**config.mk**
```make
export PLATFORM = sky130hd
export DESIGN_NAME = sec_bus_arbiter
export DESIGN_NICKNAME = d
export VERILOG_FILES = /design/src/rtl/arb_pkg.sv /design/src/rtl/arb_rr_pick.sv /design/src/rtl/arb_gap_timer.sv /design/src/rtl/arb_ext_port.sv /design/src/rtl/sec_bus_arbiter.sv
export SDC_FILE = /design/constraint.sdc
export NUM_CORES = 1
export LEC_CHECK = 0
export CORE_MARGIN = 2
export CORE_UTILIZATION = 49
export CTS_CLUSTER_DIAMETER = 60
export DETAILED_ROUTE_END_ITERATION = 16
export PLACE_DENSITY = 0.75
export SLEW_MARGIN = 40
export SYNTH_ARGS = -nofsm -noshare
export SYNTH_HDL_FRONTEND = slang
export SYNTH_HIERARCHICAL = 1
export SYNTH_SLANG_ARGS = --single-unit
```
**constraint.sdc**
```tcl
create_clock -name clk -period 17 [get_ports clk]
set_input_delay 2.55 -clock clk [delete_from_list [all_inputs] [get_ports clk]]
set_output_delay 2.55 -clock clk [all_outputs]
set_load 0.005 [all_outputs]
```
**src/rtl/arb_pkg.sv**
```systemverilog
package arb_pkg;

  // Arbitration mode latched from the strap during reset
  typedef enum logic {
    MODE_INTERNAL = 1'b0,
    MODE_EXTERNAL = 1'b1
  } arb_mode_e;

  // Default number of idle clocks between two owners
  localparam int unsigned ARB_DEFAULT_GAP = 2;

endpackage

```
**src/rtl/arb_rr_pick.sv**
```systemverilog
// Rotating-priority search: first set request at or after position last+1.
module arb_rr_pick #(
  parameter int unsigned N  = 9,
  localparam int unsigned IW = $clog2(N)
) (
  input  logic [N-1:0]  req,
  input  logic [IW-1:0] last,
  output logic          found,
  output logic [IW-1:0] win
);

  always_comb begin
    found = 1'b0;
    win   = '0;
    for (int k = 0; k < int'(N); k++) begin
      int idx;
      idx = (int'(last) + 1 + k) % int'(N);
      if (!found && req[idx]) begin
        found = 1'b1;
        win   = IW'(idx);
      end
    end
  end

endmodule

```
**src/rtl/arb_gap_timer.sv**
```systemverilog
// Holds off any new owner for GAP clocks after a release.
module arb_gap_timer #(
  parameter int unsigned GAP = 2,
  localparam int unsigned CW = $clog2(GAP + 1)
) (
  input  logic clk,
  input  logic rst,
  input  logic start,
  output logic busy
);

  logic [CW-1:0] cnt_q;

  always_ff @(posedge clk) begin
    if (rst) begin
      cnt_q <= '0;
    end else if (start) begin
      cnt_q <= CW'(GAP - 1);
    end else if (cnt_q != '0) begin
      cnt_q <= cnt_q - 1'b1;
    end
  end

  assign busy = (cnt_q != '0);

endmodule

```
**src/rtl/arb_ext_port.sv**
```systemverilog
// Pin remapping for external arbitration: pin 0 pair swaps roles.
module arb_ext_port #(
  parameter int unsigned NM = 8
) (
  input  logic          bridge_req,
  input  logic          gnt_in_n,
  output logic [NM-1:0] pins_n,
  output logic          owns
);

  for (genvar i = 0; i < int'(NM); i++) begin : g_pin
    if (i == 0) begin : g_req_out
      assign pins_n[i] = ~bridge_req;
    end else begin : g_idle
      assign pins_n[i] = 1'b1;
    end
  end

  assign owns = ~gnt_in_n;

endmodule

```
**src/rtl/sec_bus_arbiter.sv**
```systemverilog
module sec_bus_arbiter
  import arb_pkg::*;
#(
  parameter int unsigned NUM_MASTERS = 8,
  parameter int unsigned MIN_GAP     = ARB_DEFAULT_GAP
) (
  input  logic                   clk,
  input  logic                   rst,
  input  logic                   cfn_strap_i,
  input  logic [NUM_MASTERS-1:0] req_n_i,
  input  logic                   bridge_req_i,
  input  logic                   bus_idle_i,
  output logic [NUM_MASTERS-1:0] gnt_n_o,
  output logic                   bridge_owns_o,
  output logic                   park_drive_o
);

  localparam int unsigned N      = NUM_MASTERS + 1;
  localparam int unsigned IW     = $clog2(N);
  localparam int unsigned BRIDGE = NUM_MASTERS;

  arb_mode_e mode_q;
  logic      ext_q;

  // Strap is only looked at while reset is high
  always_ff @(posedge clk) begin
    if (rst) mode_q <= arb_mode_e'(cfn_strap_i);
  end
  assign ext_q = (mode_q == MODE_EXTERNAL);

  // Internal arbiter state
  logic [N-1:0]  req_vec;
  logic [N-1:0]  hold_q, hold_d;
  logic [IW-1:0] last_q, last_d;
  logic          found;
  logic [IW-1:0] win;
  logic          gap_busy;
  logic          holding, holder_req, others, release_now, pick_now;

  assign req_vec = {bridge_req_i, ~req_n_i};

  arb_rr_pick #(.N(N)) i_pick (
    .req  (req_vec),
    .last (last_q),
    .found(found),
    .win  (win)
  );

  arb_gap_timer #(.GAP(MIN_GAP)) i_gap (
    .clk  (clk),
    .rst  (rst),
    .start(release_now),
    .busy (gap_busy)
  );

  assign holding     = |hold_q;
  assign holder_req  = |(hold_q & req_vec);
  assign others      = |(req_vec & ~hold_q);
  assign release_now = !ext_q && holding && !gap_busy &&
                       (others || (!holder_req && !hold_q[BRIDGE]));
  assign pick_now    = !ext_q && !holding && !gap_busy;

  always_comb begin
    hold_d = hold_q;
    last_d = last_q;
    if (ext_q || release_now) begin
      hold_d = '0;
    end else if (pick_now) begin
      if (found) begin
        hold_d = N'(1) << win;
        last_d = win;
      end else begin
        hold_d = N'(1) << BRIDGE;
      end
    end
  end

  always_ff @(posedge clk) begin
    if (rst) begin
      hold_q <= '0;
      last_q <= IW'(BRIDGE);
    end else begin
      hold_q <= hold_d;
      last_q <= last_d;
    end
  end

  // External mode pin mapping
  logic [NUM_MASTERS-1:0] ext_pins_n;
  logic                   ext_owns;

  arb_ext_port #(.NM(NUM_MASTERS)) i_ext (
    .bridge_req(bridge_req_i),
    .gnt_in_n  (req_n_i[0]),
    .pins_n    (ext_pins_n),
    .owns      (ext_owns)
  );

  // Registered outputs
  logic owns_d;
  assign owns_d = ext_q ? ext_owns : hold_d[BRIDGE];

  always_ff @(posedge clk) begin
    if (rst) begin
      gnt_n_o       <= '1;
      bridge_owns_o <= 1'b0;
      park_drive_o  <= 1'b0;
    end else begin
      gnt_n_o       <= ext_q ? ext_pins_n : ~hold_d[NUM_MASTERS-1:0];
      bridge_owns_o <= owns_d;
      park_drive_o  <= owns_d && bus_idle_i;
    end
  end

endmodule

```
==> flow_summary.ini, run 1 <==
[finish]
multi_input_area_um2 = 7830
final_cell_mix = nor2_1, nand2_1, a21oi_1
drive_gt1_share_pct = 8.80
nFillCells = 1741
final_nets = 1286
final-seq-area_um2 = 534
antenna_cells = 0
final_common_cell = nor2_1
area_growth_pct = 2.83

[power]
ir_worst_vdd_v = 0.0000645
power.leakage_nw = 3.53
powerDensity_nw_per_um2 = 146

[sta]
finalCritPeriodShare_pct = 57.6
final.setup.tns_ns = 0
setup_viol = 0
tightest_slew_ns = 0.842
holdWs_ns = 0.485
rsz0062_at_grt = false
drv_slew = 0
relSlewSlack_pct = 43.4
hold_viol = 0
clock.fmax_ghz = 0.102
finClkSkew_ns = 0.00280
period_needed_ns = 9.80

[critical_path]
rr_worst_depth = 36
worstPathRequired_ns = 17.16
path_depth = 36
worstPathArrival_ns = 9.95
end_kind = register
worstSetupStartpoint = last_q[1]
r2r-end = park_drive_o
r2r_start = last_q[1]
slowest_stage = dfxtp_1
crit_fanout = 26
path_class = register to register
crit_path_start_kind = register
path_delay_family = compound AO/OA/AOI/OAI gates
cpPeakStageDelay_ns = 0.81
rrSetupSlack_ns = 7.20
endpoint = park_drive_o
path_buf_inv = 4

[clock_network]
cts_tree = done
clock_latency_ns = 0.26
clkTransAtPathRegs_ns = 0.06
cts_buffer_depth = 2
cts-hold-fix-buffers = 0
numCtsBuffers = 3
post_cts_buffers = 0
clkSinkCount = 26
clockRootBuffer = clkbuf_16
cts.repair.resized = 0
cts_max_level = 1

[synth]
synth_area_um2 = 9060
syn_avg_cell_area_um2 = 7.24
synth.ff_latch_count = 26
synthCells = 1252
yosysUniqueCellTypes = 117
synth_top_area_cell = ha_1
synth_top_area_share_pct = 9.25
yosysSeqAreaShare_pct = 5.85
synthTopCellsByArea = ha_1, dfxtp_1, xnor2_1
async_reset_ff_share_pct = 0
synthFlopType = dfxtp_1
yosysWarningCount = 6
synth_edf_count = 1

[detailed_routing]
ant_nets = 0
wl_per_cell_um = 19.6
vias_per_cell = 6.87
wl_mm = 28.0
initialDrtViolationCount = 1153
vias = 9849
dr.pass1.iters = 6
route.detailed.drc = 0

[placement]
dp_hpwl_mm = 20.7
portBuffers = 22
place_congestion = 0.970

[global_route]
grt_pass1_wl_mm = 45.7
grt_max_degree = 55
grt_pass1_vias = 9065
grt_overflow = 0
grtUsageTotal_pct = 27.7
antenna_found_initial = 0

[die]
rows = 49
design.core.area_um2 = 18100
boundaryPins = 23
die-area_um2 = 19600
initial_core_util_pct = 50.1
die_w_um = 140
chipHeight_um = 140

[job]
cap_violations = 0

[outcome]
status = finished, final reports clean

[worst_hold_path]
hp-class = register to register
-- Yosys cell counts (all sizes together) (9+ instances only) --
cell,count
xnor2,50
ha,67
a211oi,17
nor3,38
or3,9
a21oi,78
clkbuf,39
a21boi,12
a211o,9
and2,22
and3,16
a221oi,10
o21ai,88
a31oi,14
o21a,9
o31ai,14
nor3b,10
inv,74
o211ai,22
o21bai,10
nand3,27
buf,49
nor2b,25
mux4,17
or2,11
nor4,20
nand4,12
o211a,9
o2111ai,13
mux2i,28
nand2,94
o22ai,17
nand2b,25
dfxtp,25
nor2,98
mux2,10
-- metrics by stage --
step                area (um^2)  power [mW]  setup slack [ns]  util [%]  cells
detailed placement         9230        1.26              7.30      51.0   1430
global route               9320        1.48              6.28      51.5   1434
global placement           9230        1.25              7.58      51.0   1430
CTS                        9320        1.33              7.16      51.5   1434
floorplan                  9090        1.03              6.45         -   1258
finish                     9320        1.36              7.20      51.5   1434
-- worst register-to-register path, delay by kind of cell (launching register included) --
family	cells	cell delay, ns
adder cells (fa/ha/maj)	5	2.17
buffers and inverters	4	0.47
AND/OR/NAND/NOR	8	1.58
XOR/XNOR	5	1.33
multiplexers	1	0.12
flip-flops	1	0.81
AO/OA/AOI/OAI	13	3.25
-- flip-flops by register name (all words and copies together), names as in the netlist --
signal / cells
hold_q: 9
gnt_n_o: 8
park_drive_o: 1
i_gap/cnt_q: 2
ext_q: 1
last_q: 4
bridge_owns_o: 1
-- worst min path at each step --
stage | start | to | slack [ns] | depth (start not counted)
4_1_cts | last_q[3] | last_q[3] | 0.47 | 1
2_1_floorplan | i_gap/cnt_q[1] | i_gap/cnt_q[1] | 0.53 | 2
6_report | last_q[3] | last_q[3] | 0.48 | 1
3_5_place_dp | last_q[3] | last_q[3] | 0.46 | 1
3_3_place_gp | last_q[3] | last_q[3] | 0.46 | 1
5_1_grt | last_q[3] | last_q[3] | 0.49 | 1
-- layout make-up --
type                    count  area share [%]
flip-flops and latches     26            5.73
multi-input cells        1065            84.0
inverters                  79            3.18
clock buffers               4           0.953
well taps                 229            3.07
repair buffers             31            3.09
-- cells by family after synthesis --
kind of cell / synth area share (%)
simple gates: 26.4
compound gates: 35.2
mux: 8.60
flops: 5.85
buf+inv: 8.07
fa+ha+maj: 9.47
xor+xnor: 6.32
other cells: 0.0414
-- layer usage --
metal / wire length [um] / GRT usage (%) / vias to the layer above
li1: - / - / 4642
met1: 11800 / 37.0 / 4589
met2: 12600 / 44.7 / 518
met3: 2510 / 3.66 / 100
met4: 1150 / 12.3 / 0
met5: 0 / 0 / -
-- power by group --
group	internal, mW	switching, mW	total, mW
clock network	0.0360	0.0210	0.0570
logic	0.459	0.750	1.21
registers	0.0765	0.0182	0.0946
total	0.572	0.789	1.36
(Power assumes the default switching activity.)
==> run 2: changes to the inputs <==
--- a/config.mk
+++ b/config.mk
@@ -9,7 +9,7 @@
 export CORE_UTILIZATION = 49
 export CTS_CLUSTER_DIAMETER = 60
 export DETAILED_ROUTE_END_ITERATION = 16
-export PLACE_DENSITY = 0.75
+export PLACE_DENSITY = 0.77
 export SLEW_MARGIN = 40
 export SYNTH_ARGS = -nofsm -noshare
 export SYNTH_HDL_FRONTEND = slang
==> constraint.sdc (replaced) <==
create_clock -name clk -period 8.4 [get_ports clk]
set_input_delay 1.26 -clock clk [delete_from_list [all_inputs] [get_ports clk]]
set_output_delay 1.26 -clock clk [all_outputs]
set_load 0.005 [all_outputs]
==> flow_summary.ini, run 2 (synthesized netlist as in run 1, its figures left out) <==
[power]
power.leakage_nw = 3.69
powerDensity_nw_per_um2 = 300
ir_worst_vdd_v = 0.000196
swShare_pct = 57.4
clockPowerShare_pct = 4.7
power.switching_mw = 1.67
comb_power_share_pct = 88.9
power.internal_mw = 1.24
sequentialPowerShare_pct = 6.4

[sta]
hold_viol = 0
setup_viol = 0
relSlewSlack_pct = 44.8
rsz0062_at_grt = false
tightest_slew_ns = 0.823
finClkSkew_ns = 0.0150
finalCritPeriodShare_pct = 94.2
final.setup.tns_ns = 0
clock.fmax_ghz = 0.126
period_needed_ns = 7.92
drv_slew = 0

[detailed_routing]
vias = 10100
wl_met3_mm = 2.91
ant_nets = 0
vias_per_cell = 6.95
dr.pass1.iters = 5
wl_per_cell_um = 19.9
route.detailed.drc = 0
wl_met2_mm = 13.0
wl_mm = 29.1
drt-met1-wl_mm = 12.2
initialDrtViolationCount = 1167
top_layer = met4

[finish]
nFillCells = 1713
antenna_cells = 0
largest_reg_flops = 9
final_common_cell = nor2_1
multi_input_area_um2 = 8000
final_util_pct = 53.6
drive_gt1_share_pct = 12.9
final_nets = 1312
final_cell_mix = nor2_1, nand2_1, a21oi_1
reg_top3 = hold_q: 9 flops, gnt_n_o: 8 flops, last_q: 4 flops
top_register = hold_q
area_growth_pct = 6.96
final-seq-area_um2 = 534
final_cells = 1460

[clock_network]
clkSinkCount = 26
numCtsBuffers = 3
clockRootBuffer = clkbuf_16
cts_tree = done
clock_latency_ns = 0.28
cts_max_level = 1
cts-hold-fix-buffers = 0
clkTransAtPathRegs_ns = 0.08
cts_buffer_depth = 2

[critical_path]
end_kind = register
path_buf_inv = 6
worstPathRequired_ns = 8.58
crit_fanout = 24
cpPeakStageDelay_ns = 0.52
crit_path_start_kind = register
crit_top_cell = inv_1
worstPathArrival_ns = 8.09
slowest_stage = dfxtp_4
rr_worst_depth = 37
path_depth = 37
path_delay_family = compound AO/OA/AOI/OAI gates
path_class = register to register

[die]
design.core.area_um2 = 18100
rows = 49
boundaryPins = 23
die-area_um2 = 19600
chipHeight_um = 140
die_w_um = 140
initial_core_util_pct = 50.1

[global_route]
grt_max_degree = 60
grt_pass1_vias = 9069
grtUsageTotal_pct = 28.2
grt_overflow = 0
grt_pass1_wl_mm = 46.4
antenna_found_initial = 0

[job]
cap_violations = 0

[outcome]
status = finished, final reports clean

[placement]
place_congestion = 0.995
dp_hpwl_mm = 21.5
dp.cells = 1447
portBuffers = 22

[worst_hold_path]
hp-class = register to register
hold_depth = 2
[run 2: area by class of cell]
| type | instances | area share [%] |
|---|---|---|
| multi-input combinational | 1065 | 82.5 |
| sequential | 26 | 5.51 |
| timing repair buffer | 57 | 4.98 |
| inverter | 79 | 3.06 |
| tap | 229 | 2.96 |
| clock buffer | 4 | 1.03 |
[run 2: per-stage QoR]
stage / area (um^2) / hold slack (ns) / setup WS (ns) / power, mW
after floorplan: 9230 / 0.531 / 0.0152 / 2.13
after CTS: 9560 / 0.574 / 0.0518 / 2.78
after global placement: 9460 / 0.551 / 0.249 / 2.60
after detailed placement: 9460 / 0.564 / 0.160 / 2.63
final: 9700 / 0.567 / 0.485 / 2.91
after global routing: 9700 / 0.596 / 0.0225 / 3.12
[run 2: path summary, 6_finish.rpt]
check	start	endpoint	slack [ns]
min	i_gap/cnt_q[1]	i_gap/cnt_q[1]	0.57
max	last_q[0]	park_drive_o	0.48
max reg2reg	last_q[0]	park_drive_o	0.48
min reg2reg	i_gap/cnt_q[1]	i_gap/cnt_q[1]	0.57
[run 2: power groups by stage]
stage	sequential (mW)	clock, mW	combinational, mW
floorplan	0.180	0	1.95
global placement	0.187	0	2.42
detailed placement	0.188	0	2.44
CTS	0.185	0.136	2.46
global route	0.189	0.141	2.79
finish	0.186	0.136	2.58
[run 2: repair_timing]
item / 4_1_cts / 5_1_grt
gates resized for setup: 0 / 17
endpoints found under the setup margin: 0 / 23
setup buffers: 0 / 9
[run 2: tightest hold or removal path, stage by stage, from the launching register on]
cell	delay [ns]
dfxtp_1	0.34
nor2b_4	0.13
a2111oi_4	0.05
[run 2: per-layer routing]
layer,up-vias,global-route usage [%]
li1,4682,-
met1,4810,39.5
met2,570,45.4
met3,81,2.87
met4,0,9.41
met5,-,0
==> run 3: changes to the inputs <==
--- a/config.mk
+++ b/config.mk
@@ -10,6 +10,7 @@
 export CTS_CLUSTER_DIAMETER = 60
 export DETAILED_ROUTE_END_ITERATION = 16
 export PLACE_DENSITY = 0.77
+export RECOVER_POWER = 25
 export SLEW_MARGIN = 40
 export SYNTH_ARGS = -nofsm -noshare
 export SYNTH_HDL_FRONTEND = slang
==> flow_summary.ini, run 3 (synthesized netlist as in run 1, its figures left out) <==
[worst_hold_path]
hold_depth = 2
hp-class = register to register
hold_end = i_gap/cnt_q[1]
min_from = i_gap/cnt_q[1]

[sta]
holdWs_ns = 0.567
tightest_slew_ns = 0.864
drv_slew = 0
final.setup.tns_ns = 0
relSlewSlack_pct = 42.3
clock.fmax_ghz = 0.127
setup_viol = 0
hold_viol = 0
rsz0062_at_grt = false
finalCritPeriodShare_pct = 93.8
period_needed_ns = 7.88
finClkSkew_ns = 0.0146

[finish]
largest_reg_flops = 9
antenna_cells = 0
top_register = hold_q
drive_gt1_share_pct = 12.9
area_growth_pct = 6.96
final_common_cell = nor2_1
reg_top3 = hold_q: 9 flops, gnt_n_o: 8 flops, last_q: 4 flops
final_cell_mix = nor2_1, nand2_1, a21oi_1
final_util_pct = 53.6
final_nets = 1312
nFillCells = 1713

[power]
power.leakage_nw = 3.67
powerDensity_nw_per_um2 = 299
ir_worst_vdd_v = 0.000194

[job]
cap_violations = 0

[placement]
dp_hpwl_mm = 21.5
portBuffers = 22
place_congestion = 0.995

[detailed_routing]
route.detailed.drc = 0
initialDrtViolationCount = 1235
wl_per_cell_um = 19.9
ant_nets = 0
wl_mm = 29.1
vias_per_cell = 6.92
vias = 10100
dr.pass1.iters = 6

[global_route]
antenna_found_initial = 0
grt_pass1_wl_mm = 46.4
grtUsageTotal_pct = 28.2
grt_max_degree = 60
grt_pass1_vias = 9069
grt_overflow = 0

[clock_network]
cts_tree = done
clock_latency_ns = 0.28
numCtsBuffers = 3
clkTransAtPathRegs_ns = 0.08
cts_buffer_depth = 2
clkSinkCount = 26
cts_max_level = 1
clockRootBuffer = clkbuf_16

[critical_path]
crit_path_start_kind = register
crit_fanout = 24
r2r-end = park_drive_o
slowest_stage = dfxtp_4
r2r_start = last_q[0]
path_buf_inv = 6
cpPeakStageDelay_ns = 0.52
worstPathRequired_ns = 8.58
rrSetupSlack_ns = 0.52
crit_top_cell = inv_1
path_class = register to register
rr_worst_depth = 37
path_delay_family = compound AO/OA/AOI/OAI gates
end_kind = register
worstPathArrival_ns = 8.06
worstSetupStartpoint = last_q[0]

[die]
boundaryPins = 23
rows = 49
chipHeight_um = 140
die-area_um2 = 19600
design.core.area_um2 = 18100
die_w_um = 140
initial_core_util_pct = 50.1

[outcome]
status = finished, final reports clean
run 3: cell count changes in the layout (fill, tap and decap cells not counted), sizes merged:
cell / change
dlygate4sd3: +9
clkdlybuf4s50: -9
run 3: layer usage:
metal / track usage, % / wire length (um)
met3: 2.87 / 2960
met4: 9.41 / 941
met1: 39.5 / 12200
met2: 45.4 / 13000
met5: 0 / 0
run 3: how the worst max path moves through the flow:
| stage | end | slack (ns) | depth (start not counted) |
|---|---|---|---|
| floorplan | gnt_n_o[0] | 0.02 | 46 |
| global placement | park_drive_o | 0.25 | 36 |
| detailed placement | park_drive_o | 0.16 | 36 |
| CTS | park_drive_o | 0.05 | 36 |
| global route | park_drive_o | 0.02 | 31 |
| finish | park_drive_o | 0.52 | 37 |
run 3: report_power, final:
group | leakage (nW) | internal (mW) | total (mW) | switching, mW
sequential | 0.215 | 0.155 | 0.185 | 0.0308
clock | 0.0493 | 0.0832 | 0.135 | 0.0520
combinational | 3.41 | 0.997 | 2.58 | 1.58
run 3: cell type report:
class / instances / area [um^2] / share of cell area (%)
repair buffers: 57 / 483 / 4.98
flip-flops and latches: 26 / 534 / 5.51
clock buffers: 4 / 100 / 1.03
well taps: 229 / 287 / 2.96
multi-input cells: 1065 / 8000 / 82.5
inverters: 79 / 297 / 3.06
run 3: what timing repair did:
item,in CTS,in global routing
hold buffers,0,0
setup buffers,0,9
endpoints found under the setup margin,0,23
gates resized for setup,0,17
run 3: tightest hold or removal path, delay by kind of cell, from the launching register on:
family / cells / cell delay (ns)
AO/OA/AOI/OAI: 1 / 0.05
flip-flops: 1 / 0.34
AND/OR/NAND/NOR: 1 / 0.13
run 3: metrics by stage:
| step | cells | area, um^2 | setup slack [ns] | power [mW] |
|---|---|---|---|---|
| 2_1_floorplan | 1258 | 9230 | 0.0152 | 2.13 |
| 3_3_place_gp | 1447 | 9460 | 0.249 | 2.60 |
| 3_5_place_dp | 1447 | 9460 | 0.160 | 2.63 |
| 4_1_cts | 1451 | 9560 | 0.0518 | 2.78 |
| 5_1_grt | 1460 | 9700 | 0.0225 | 3.11 |
| 6_report | 1460 | 9700 | 0.521 | 2.90 |
